<file path="src/rtl/bl_pkg.sv">
package bl_pkg;
    typedef enum logic [2:0] {
        ST_CHECK = 3'd0,
        ST_LOAD  = 3'd1,
        ST_GO    = 3'd2,
        ST_HALT  = 3'd3,
        ST_FLASH = 3'd4
    } bl_state_e;
endpackage

</file>
<file path="src/rtl/bl_sync.sv">
module bl_sync #(
    parameter int WIDTH  = 1,
    parameter int STAGES = 2
) (
    input  logic             clk,
    input  logic             rst,
    input  logic [WIDTH-1:0] d,
    output logic [WIDTH-1:0] q
);
    logic [STAGES-1:0][WIDTH-1:0] chain_d, chain_q;

    always_comb begin
        chain_d[0] = d;
        for (int i = 1; i < STAGES; i++) begin
            chain_d[i] = chain_q[i-1];
        end
    end

    always_ff @(posedge clk) begin
        if (rst) chain_q <= '0;
        else     chain_q <= chain_d;
    end

    assign q = chain_q[STAGES-1];
endmodule

</file>
<file path="src/rtl/bl_phase_timer.sv">
// Position counter inside one load cycle; holds while stalled, wraps at LEN-1.
module bl_phase_timer #(
    parameter int LEN = 49,
    parameter int CW  = $clog2(LEN)
) (
    input  logic          clk,
    input  logic          rst,
    input  logic          clear,
    input  logic          adv,
    output logic [CW-1:0] cnt
);
    localparam logic [CW-1:0] LAST = CW'(LEN - 1);

    logic [CW-1:0] cnt_d, cnt_q;

    always_comb begin
        cnt_d = cnt_q;
        if (clear)              cnt_d = '0;
        else if (adv) begin
            if (cnt_q == LAST)  cnt_d = '0;
            else                cnt_d = cnt_q + 1'b1;
        end
    end

    always_ff @(posedge clk) begin
        if (rst) cnt_q <= '0;
        else     cnt_q <= cnt_d;
    end

    assign cnt = cnt_q;
endmodule

</file>
<file path="src/rtl/bl_flasher.sv">
// Error indicator: toggles after every HALF enabled ticks.
module bl_flasher #(
    parameter int HALF = 65536,
    parameter int CW   = (HALF > 1) ? $clog2(HALF) : 1
) (
    input  logic clk,
    input  logic rst,
    input  logic en,
    output logic led
);
    localparam logic [CW-1:0] WRAP = CW'(HALF - 1);

    typedef struct packed {
        logic [CW-1:0] cnt;
        logic          led;
    } fl_t;

    fl_t fl_d, fl_q;

    always_comb begin
        fl_d = fl_q;
        if (en) begin
            if (fl_q.cnt == WRAP) begin
                fl_d.cnt = '0;
                fl_d.led = ~fl_q.led;
            end else begin
                fl_d.cnt = fl_q.cnt + 1'b1;
            end
        end
    end

    always_ff @(posedge clk) begin
        if (rst) fl_q <= '{cnt: '0, led: 1'b0};
        else     fl_q <= fl_d;
    end

    assign led = fl_q.led;
endmodule

</file>
<file path="src/rtl/boot_ram_loader.sv">
module boot_ram_loader
    import bl_pkg::*;
#(
    parameter int RAM_AW     = 8,
    parameter int EXT_AW     = 11,
    parameter int DATA_W     = 8,
    parameter int LOAD_BASE  = 'h50,
    parameter int RAM_TOP    = 'hFF,
    parameter int CYCLE_LEN  = 49,
    parameter int TOGGLE_AT  = 5,
    parameter int SAMPLE_AT  = 16,
    parameter int COMMIT_AT  = 32,
    parameter int FLASH_HALF = 65536
) (
    input  logic              clk,
    input  logic              rst,
    input  logic              mc_en,
    input  logic              secure_open,
    input  logic              keep_loading,
    input  logic [DATA_W-1:0] data_in,
    input  logic              hs_in,
    output logic [EXT_AW-1:0] ext_addr,
    output logic              hs_out,
    output logic              ram_we,
    output logic [RAM_AW-1:0] ram_addr,
    output logic [DATA_W-1:0] ram_wdata,
    output logic              err_led,
    output logic              go_pulse,
    output logic [RAM_AW-1:0] go_addr
);
    localparam int              CW     = $clog2(CYCLE_LEN);
    localparam logic [RAM_AW-1:0] BASE_A = RAM_AW'(LOAD_BASE);
    localparam logic [RAM_AW-1:0] TOP_A  = RAM_AW'(RAM_TOP);
    localparam logic [CW-1:0]   P_TOG  = CW'(TOGGLE_AT);
    localparam logic [CW-1:0]   P_SMP  = CW'(SAMPLE_AT);
    localparam logic [CW-1:0]   P_CMT  = CW'(COMMIT_AT);
    localparam logic [CW-1:0]   P_END  = CW'(CYCLE_LEN - 1);

    typedef struct packed {
        bl_state_e         st;
        logic [RAM_AW-1:0] off;
        logic              hs;
        logic [DATA_W-1:0] dat;
        logic              we;
        logic              go;
    } ctl_t;

    ctl_t ctl_d, ctl_q;

    // synchronized stop pin and handshake input
    logic keep_s, hs_s;
    bl_sync #(.WIDTH(2), .STAGES(2)) u_sync (
        .clk (clk),
        .rst (rst),
        .d   ({keep_loading, hs_in}),
        .q   ({keep_s, hs_s})
    );

    // phase within the current load cycle
    logic          run, stall, step;
    logic [CW-1:0] phase;

    assign run   = (ctl_q.st == ST_LOAD);
    assign stall = run && (phase == P_SMP) && (hs_s != ctl_q.hs);
    assign step  = run && mc_en && !stall;

    bl_phase_timer #(.LEN(CYCLE_LEN), .CW(CW)) u_timer (
        .clk   (clk),
        .rst   (rst),
        .clear (!run),
        .adv   (step),
        .cnt   (phase)
    );

    bl_flasher #(.HALF(FLASH_HALF)) u_flash (
        .clk (clk),
        .rst (rst),
        .en  (mc_en && (ctl_q.st == ST_FLASH)),
        .led (err_led)
    );

    logic [RAM_AW-1:0] cur_addr;
    assign cur_addr = BASE_A + ctl_q.off;

    always_comb begin
        ctl_d    = ctl_q;
        ctl_d.we = 1'b0;
        ctl_d.go = 1'b0;
        unique case (ctl_q.st)
            ST_CHECK: begin
                if (mc_en) ctl_d.st = secure_open ? ST_LOAD : ST_FLASH;
            end
            ST_LOAD: begin
                if (step) begin
                    if (phase == P_TOG) ctl_d.hs  = ~ctl_q.hs;
                    if (phase == P_SMP) ctl_d.dat = data_in;
                    if (phase == P_CMT) begin
                        if (!keep_s) ctl_d.st = ST_GO;
                        else         ctl_d.we = 1'b1;
                    end
                    if (phase == P_END) begin
                        if (cur_addr == TOP_A) ctl_d.st  = ST_GO;
                        else                   ctl_d.off = ctl_q.off + 1'b1;
                    end
                end
            end
            ST_GO: begin
                ctl_d.go = 1'b1;
                ctl_d.st = ST_HALT;
            end
            ST_HALT:  ;
            ST_FLASH: ;
            default:  ctl_d.st = ST_CHECK;
        endcase
    end

    always_ff @(posedge clk) begin
        if (rst) ctl_q <= '{st: ST_CHECK, off: '0, hs: 1'b0, dat: '0, we: 1'b0, go: 1'b0};
        else     ctl_q <= ctl_d;
    end

    generate
        if (EXT_AW > RAM_AW) begin : g_pad
            assign ext_addr = {{(EXT_AW - RAM_AW){1'b0}}, ctl_q.off};
        end else begin : g_cut
            assign ext_addr = ctl_q.off[EXT_AW-1:0];
        end
    endgenerate

    assign hs_out    = ctl_q.hs;
    assign ram_we    = ctl_q.we;
    assign ram_addr  = cur_addr;
    assign ram_wdata = ctl_q.dat;
    assign go_pulse  = ctl_q.go;
    assign go_addr   = BASE_A;
endmodule

</file>
<file path="config.mk">
export PLATFORM = sky130hd
export DESIGN_NAME = boot_ram_loader
export DESIGN_NICKNAME = d
export VERILOG_FILES = /design/src/rtl/bl_pkg.sv /design/src/rtl/bl_sync.sv /design/src/rtl/bl_phase_timer.sv /design/src/rtl/bl_flasher.sv /design/src/rtl/boot_ram_loader.sv
export SDC_FILE = /design/constraint.sdc
export NUM_CORES = 1
export LEC_CHECK = 0
export BUFFER_PORTS_ARGS = -buffer_cell sky130_fd_sc_hd__buf_2
export CORE_ASPECT_RATIO = 0.6
export CORE_MARGIN = 5
export CORE_UTILIZATION = 39
export DETAILED_ROUTE_END_ITERATION = 8
export GPL_ROUTABILITY_DRIVEN = 0
export MAX_ROUTING_LAYER = met4
export PLACE_DENSITY_LB_ADDON = 0.2
export SLEW_MARGIN = 20
export SYNTH_ARGS = -nofsm -noshare
export SYNTH_HDL_FRONTEND = slang
export SYNTH_HIERARCHICAL = 1
export SYNTH_SLANG_ARGS = --single-unit
</file>
<file path="constraint.sdc">
create_clock -name clk -period 2.4 [get_ports clk]
set_clock_uncertainty 0.1 [all_clocks]
set_input_delay 0.24 -clock clk [delete_from_list [all_inputs] [get_ports clk]]
set_output_delay 0.24 -clock clk [all_outputs]
set_load 0.02 [all_outputs]
</file>
# ---- Word-level counts from Yosys, hierarchy flattened
# Cells that the tools add are included.
# W data, S select, Z words.
dict set report word_totals {
  out_inout_bits 39
  wordCells 66
  register_bits 49
}
dict set report classes {
  n_addsub 4
  n_bitwise 7
  n_mux 16
  eq_ne 13
  reduce_logical 15
}
# op count
set ops {}
lappend ops {{$mux W21} 1}
lappend ops {{$add A16 B1 Y16 const B} 1}
lappend ops {{$eq A16 B16 Y1 const B} 1}
lappend ops {{$mux W16} 1}
lappend ops {{$mux W8} 2}
lappend ops {{$mux W3} 5}
lappend ops {{$eq A6 B6 Y1 const B} 2}
lappend ops {{$pmux W3 S4} 1}
lappend ops {{$mux W11} 1}
lappend ops {{$reduce_and A3 Y1} 3}
lappend ops {{$add A7 B8 Y8 const A} 1}
lappend ops {{$add A8 B1 Y8 const B} 1}
lappend ops {{$eq A8 B8 Y1 const B} 1}
lappend ops {{$not A1 Y1} 7}
lappend ops {{$add A6 B1 Y6 const B} 1}
lappend ops {{$eq A3 B2 Y1 const B} 2}
lappend ops {{$eq A6 B3 Y1 const B} 1}
lappend ops {{$eq A6 B5 Y1 const B} 1}
lappend ops {{$mux W6} 1}
lappend ops {{$logic_and A1 B1 Y1} 5}
lappend ops {{$mux W1} 4}
lappend ops {{$reduce_and A4 Y1} 1}
lappend ops {{$reduce_or A2 Y1} 2}
lappend ops {{$reduce_or A4 Y1} 1}
lappend ops {{other kinds (8)} 8}

# ---- Depth between registers and ports, before layout
dict set report logic_depth {
  ltp_word 7
  depth_mapped 8
  depth_no_buf 6
}

# ---- By module
# Netlist, hierarchy kept.
# module seq_area_each_um2 area_each_um2 n_inst cells_each
set modules_own_cells {}
lappend modules_own_cells {boot_ram_loader 440.4 1442.6 1 160}
lappend modules_own_cells {bl_flasher 340.3 769.5 1 84}
lappend modules_own_cells {bl_phase_timer 120.1 289.0 1 32}
lappend modules_own_cells {bl_sync 80.1 105.1 1 8}

# ---- Worst setup path after synthesis
# OpenSTA, ideal clock, no wires.
dict set report synth_timing {
  kind {reg-to-reg}
  start {register ctl_q (netlist bit ext_addr[4])}
  end {register ctl_q (netlist bit ext_addr[5])}
  path_stages_with_launch 7
  period_less_slack_ps 2044
  t_arrival_ps 1821
  n_path_buf 1
  required_time_ps 2177
  path_slack_ps 356
  cell_sequence {dfxtp_1 ha_1 xnor2_1 and4_1 buf_6 a2111oi_4 mux2_1}
}
dict set report synth_between {
  elab_chain_len 4
  word_cells_on_any_way 5
}
# item line_no
set synth_rtl {}
lappend synth_rtl {{start, declared} boot_ram_loader.sv:48} ;# ctl_t ctl_d, ctl_q;
lappend synth_rtl {{start signal, assigned} boot_ram_loader.sv:118} ;# if (rst) ctl_q <= '{st: ST_CHECK, off: '0, hs: 1'b0, dat: '0, we: 1'b0, go: 1'b0};
lappend synth_rtl {{start signal, assigned} boot_ram_loader.sv:119} ;# else ctl_q <= ctl_d;
lappend synth_rtl {{$add A7 B8 Y8} boot_ram_loader.sv:83} ;# assign cur_addr = BASE_A + ctl_q.off;
lappend synth_rtl {{via ram_addr[6]} boot_ram_loader.sv:25} ;# output logic [RAM_AW-1:0] ram_addr,
lappend synth_rtl {{$eq A8 B8 Y1} boot_ram_loader.sv:102} ;# if (cur_addr == TOP_A) ctl_d.st = ST_GO;
lappend synth_rtl {{$not A1 Y1 (no source line)} --}
lappend synth_rtl {{$reduce_and A4 Y1 (no source line)} --}
# The timed path passes the listed nets, and every way through them passes these cells.
# A chain may end at the register's enable or synchronous reset.

# ---- Final worst setup path
dict set report layout_timing {
  start {register ctl_q (netlist bit ext_addr[4])}
  end {register ctl_q (netlist bit ext_addr[5])}
}
dict set report layout_between {
  elab_chain_len 4
  word_cells_on_any_way 5
}
# item line_no
set layout_rtl {}
lappend layout_rtl {{$add A7 B8 Y8} boot_ram_loader.sv:83}
lappend layout_rtl {{$eq A8 B8 Y1} boot_ram_loader.sv:102}
lappend layout_rtl {{$not A1 Y1 (no source line)} --}
lappend layout_rtl {{$reduce_and A4 Y1 (no source line)} --}
# Parallel ways exist; a longest one is shown, timed or not.

==> reports/results.txt <==
outcome -> completed
launch point of the worst hold path -> hs_in
drt drc -> 0
Achievable Freq -> 475 MHz
final non-filler cell total -> 394
initial drt markers -> 63
H-tree depth -> 2
Max VDD drop -> 0.249 mV
post-synth top area cell -> dfxtp_1
top-count cell post-synth -> dfxtp_1
largest cells by area after synthesis -> dfxtp_1 (38%), buf_4 (9.2%), nor2_1 (6.3%), xnor2_1 (4.7%), mux2i_1 (4.2%)
Ys Warns -> 6
P&R area growth vs syn -> 8.31%
setup_tns -> 0 ps
Mean Syn Cell Area -> 9.18 µm²
Clock Pin Slew Worst Setup and Hold Paths -> 90 ps
clock sink total -> 49
max-cap violations -> 0
critical path peak fanout -> 8
met2 wire len -> 2.05 mm
Root Driver -> clkbuf_8
WL final -> 5.21 mm
PortBufs -> 41
RR Startpoint -> ext_addr[4]
largest net degree at the start of global routing -> 34
Clk Latency, worst-skew pair -> 300 ps
FP Rows -> 23
hold_buf cts -> 0
post-layout util -> 42.8%
grt ovf -> 0
final worst-path cycle share -> 87.6%
Slew Limit Headroom -> 57.1%
Synth top area share -> 37.6%
top cells by count, synth -> dfxtp_1 (49), nor2_1 (44), buf_4 (32)
Req. time, crit path -> 2490 ps
DP Area -> 2700 µm²
synthesis-stage register bit count -> 49
Netlist cell types -> 48
met1 wire length -> 2.79 mm
Die Width -> 116 µm
Pins Over Slew Limit -> 0
Post-synth EDFFs -> 0
Cell Pwr Density -> 540 nW/µm²
Die Span Y -> 73.3 µm
core area -> 6590 µm²
Antenna Violating Nets Remaining -> 0
Initial Util -> 39.5%
Ports -> 53
DP Cell Count -> 386
initial antenna violation count -> 0
vias in the first global route -> 1795
final setup vio count -> 0
clk buf depth -> 2
Leakage Power -> 1.19 nW
Hold Violations, Final -> 0
Syn Std Cell Area -> 2610 µm²
number of gates resized after cts -> 0
minimum clock period after layout -> 2100 ps
drt first pass iters -> 4
first-pass GRT wire length -> 8.69 mm
Num CTS Buffers -> 5
Crit. End Element -> flip-flop
CP arrival -> 2200 ps
Worst Setup SP -> ext_addr[4]
Top Metal Used -> met4
Slew @ Worst Pin -> 643 ps
hpwl dp -> 3.78 mm
wire per inst -> 13.2 µm
# nets final -> 326
fraction of layout cells with a size suffix above 1 -> 22.1%
All-Layer GR Usage -> 13.4%
worst hold path type -> primary input to flip-flop
RSZ-0062 raised after global routing -> false
drt via density -> 4.76
n_diodes -> 0
CTS tree -> yes
Setup Fix Bufs, Post-CTS -> 0
full die area -> 8470 µm²
Post-synth ARST share -> 0%
CP Launch Type -> flip-flop
routed length on met3 -> 320 µm
Setup CP Type -> flip-flop to flip-flop
DR vias -> 1875
Design Area, Final -> 2820 µm²
Syn Inst Count -> 284
Seq/Total Area, Yosys -> 37.6%
Top FF cell, synth -> dfxtp_1
cell type report:
class,count,area (µm²)
multi-input combinational,195,1340
clock inverter,2,37.5
inverter,9,33.8
timing repair buffer,46,243
sequential,49,981
fill,654,3770
tap,87,109
clock buffer,6,82.6
worst paths after layout:
kind,end,slack (ps),cells after the start
setup / recovery,ext_addr[5],300,5
hold reg to reg,u_sync/q[1],340,1
hold / removal,u_sync/chain_d[2],40,2
setup reg to reg,ext_addr[5],300,5
routing by layer:
layer | up-vias | global-route usage (%)
li1 | 975 | -
met1 | 847 | 18.7
met2 | 49 | 19.2
met3 | 4 | 3.05
met4 | 0 | 3.91
met5 | - | -
registers in the layout, summed over array words and instances (netlist names), 2 cells and up:
name            count
u_flash/fl_q       16
ext_addr            8
ram_wdata           8
u_timer/cnt         6
ctl_q               3
u_sync/chain_d      2
u_sync/q            2
metrics by stage:
| stage | worst slack, ps | hold WS, ps | power (W) |
|---|---|---|---|
| floorplan | 356 | 212 | 0.000916 |
| global placement | 390 | 330 | 0.000929 |
| detailed placement | 310 | 321 | 0.000931 |
| CTS | 280 | 32.4 | 0.00155 |
| finish | 297 | 43.5 | 0.00152 |
| global route | 182 | 37.1 | 0.00160 |
report_power, final:
group	switching [W]	total (W)	internal (W)	leakage [nW]
registers	0.00000909	0.000829	0.000820	0.396
logic	0.0000535	0.0000828	0.0000292	0.741
clock network	0.000273	0.000612	0.000339	0.0574
layout by cell type (no fill, tap or decap), types with 2 or more instances in the layout:
| cell | instances |
|---|---|
| nand2_1 | 14 |
| inv_1 | 9 |
| a211oi_1 | 3 |
| and4_1 | 2 |
| nor2_1 | 44 |
| nand3_1 | 8 |
| buf_2 | 41 |
| a21oi_1 | 5 |
| nand4_1 | 9 |
| clkbuf_8 | 6 |
| xor2_1 | 9 |
| mux2_2 | 3 |
| xnor2_1 | 14 |
| conb_1 | 11 |
| nor3_1 | 4 |
| mux2_1 | 4 |
| ha_1 | 6 |
| nor2b_1 | 10 |
| nand4bb_1 | 2 |
| buf_4 | 5 |
| nor4_1 | 7 |
| a31oi_1 | 2 |
| a2111oi_4 | 2 |
| mux2i_1 | 11 |
| nor3b_1 | 3 |
| and2_1 | 2 |
| dfxtp_1 | 49 |
logic make-up (layout without fill, tap and decap cells):
logic type | after synthesis | in the layout | synth area share [%]
multiplexers | 18 | 18 | 7.25
adder cells (fa/ha/maj) | 6 | 6 | 2.88
AO/OA/AOI/OAI | 18 | 18 | 6.53
AND/OR/NAND/NOR | 118 | 118 | 24.7
other | 2 | 11 | 0.288
flip-flops | 49 | 49 | 37.6
buffers and inverters | 49 | 63 | 12.4
XOR/XNOR | 24 | 24 | 8.35
worst max-delay path, cell delays in order (launching register included):
cell and delay, ps:
dfxtp_1 450, inv_1 160, ha_1 230, and4_1 310
a2111oi_4 390, mux2_1 350
No activity file was read; power rests on OpenSTA's default activity.
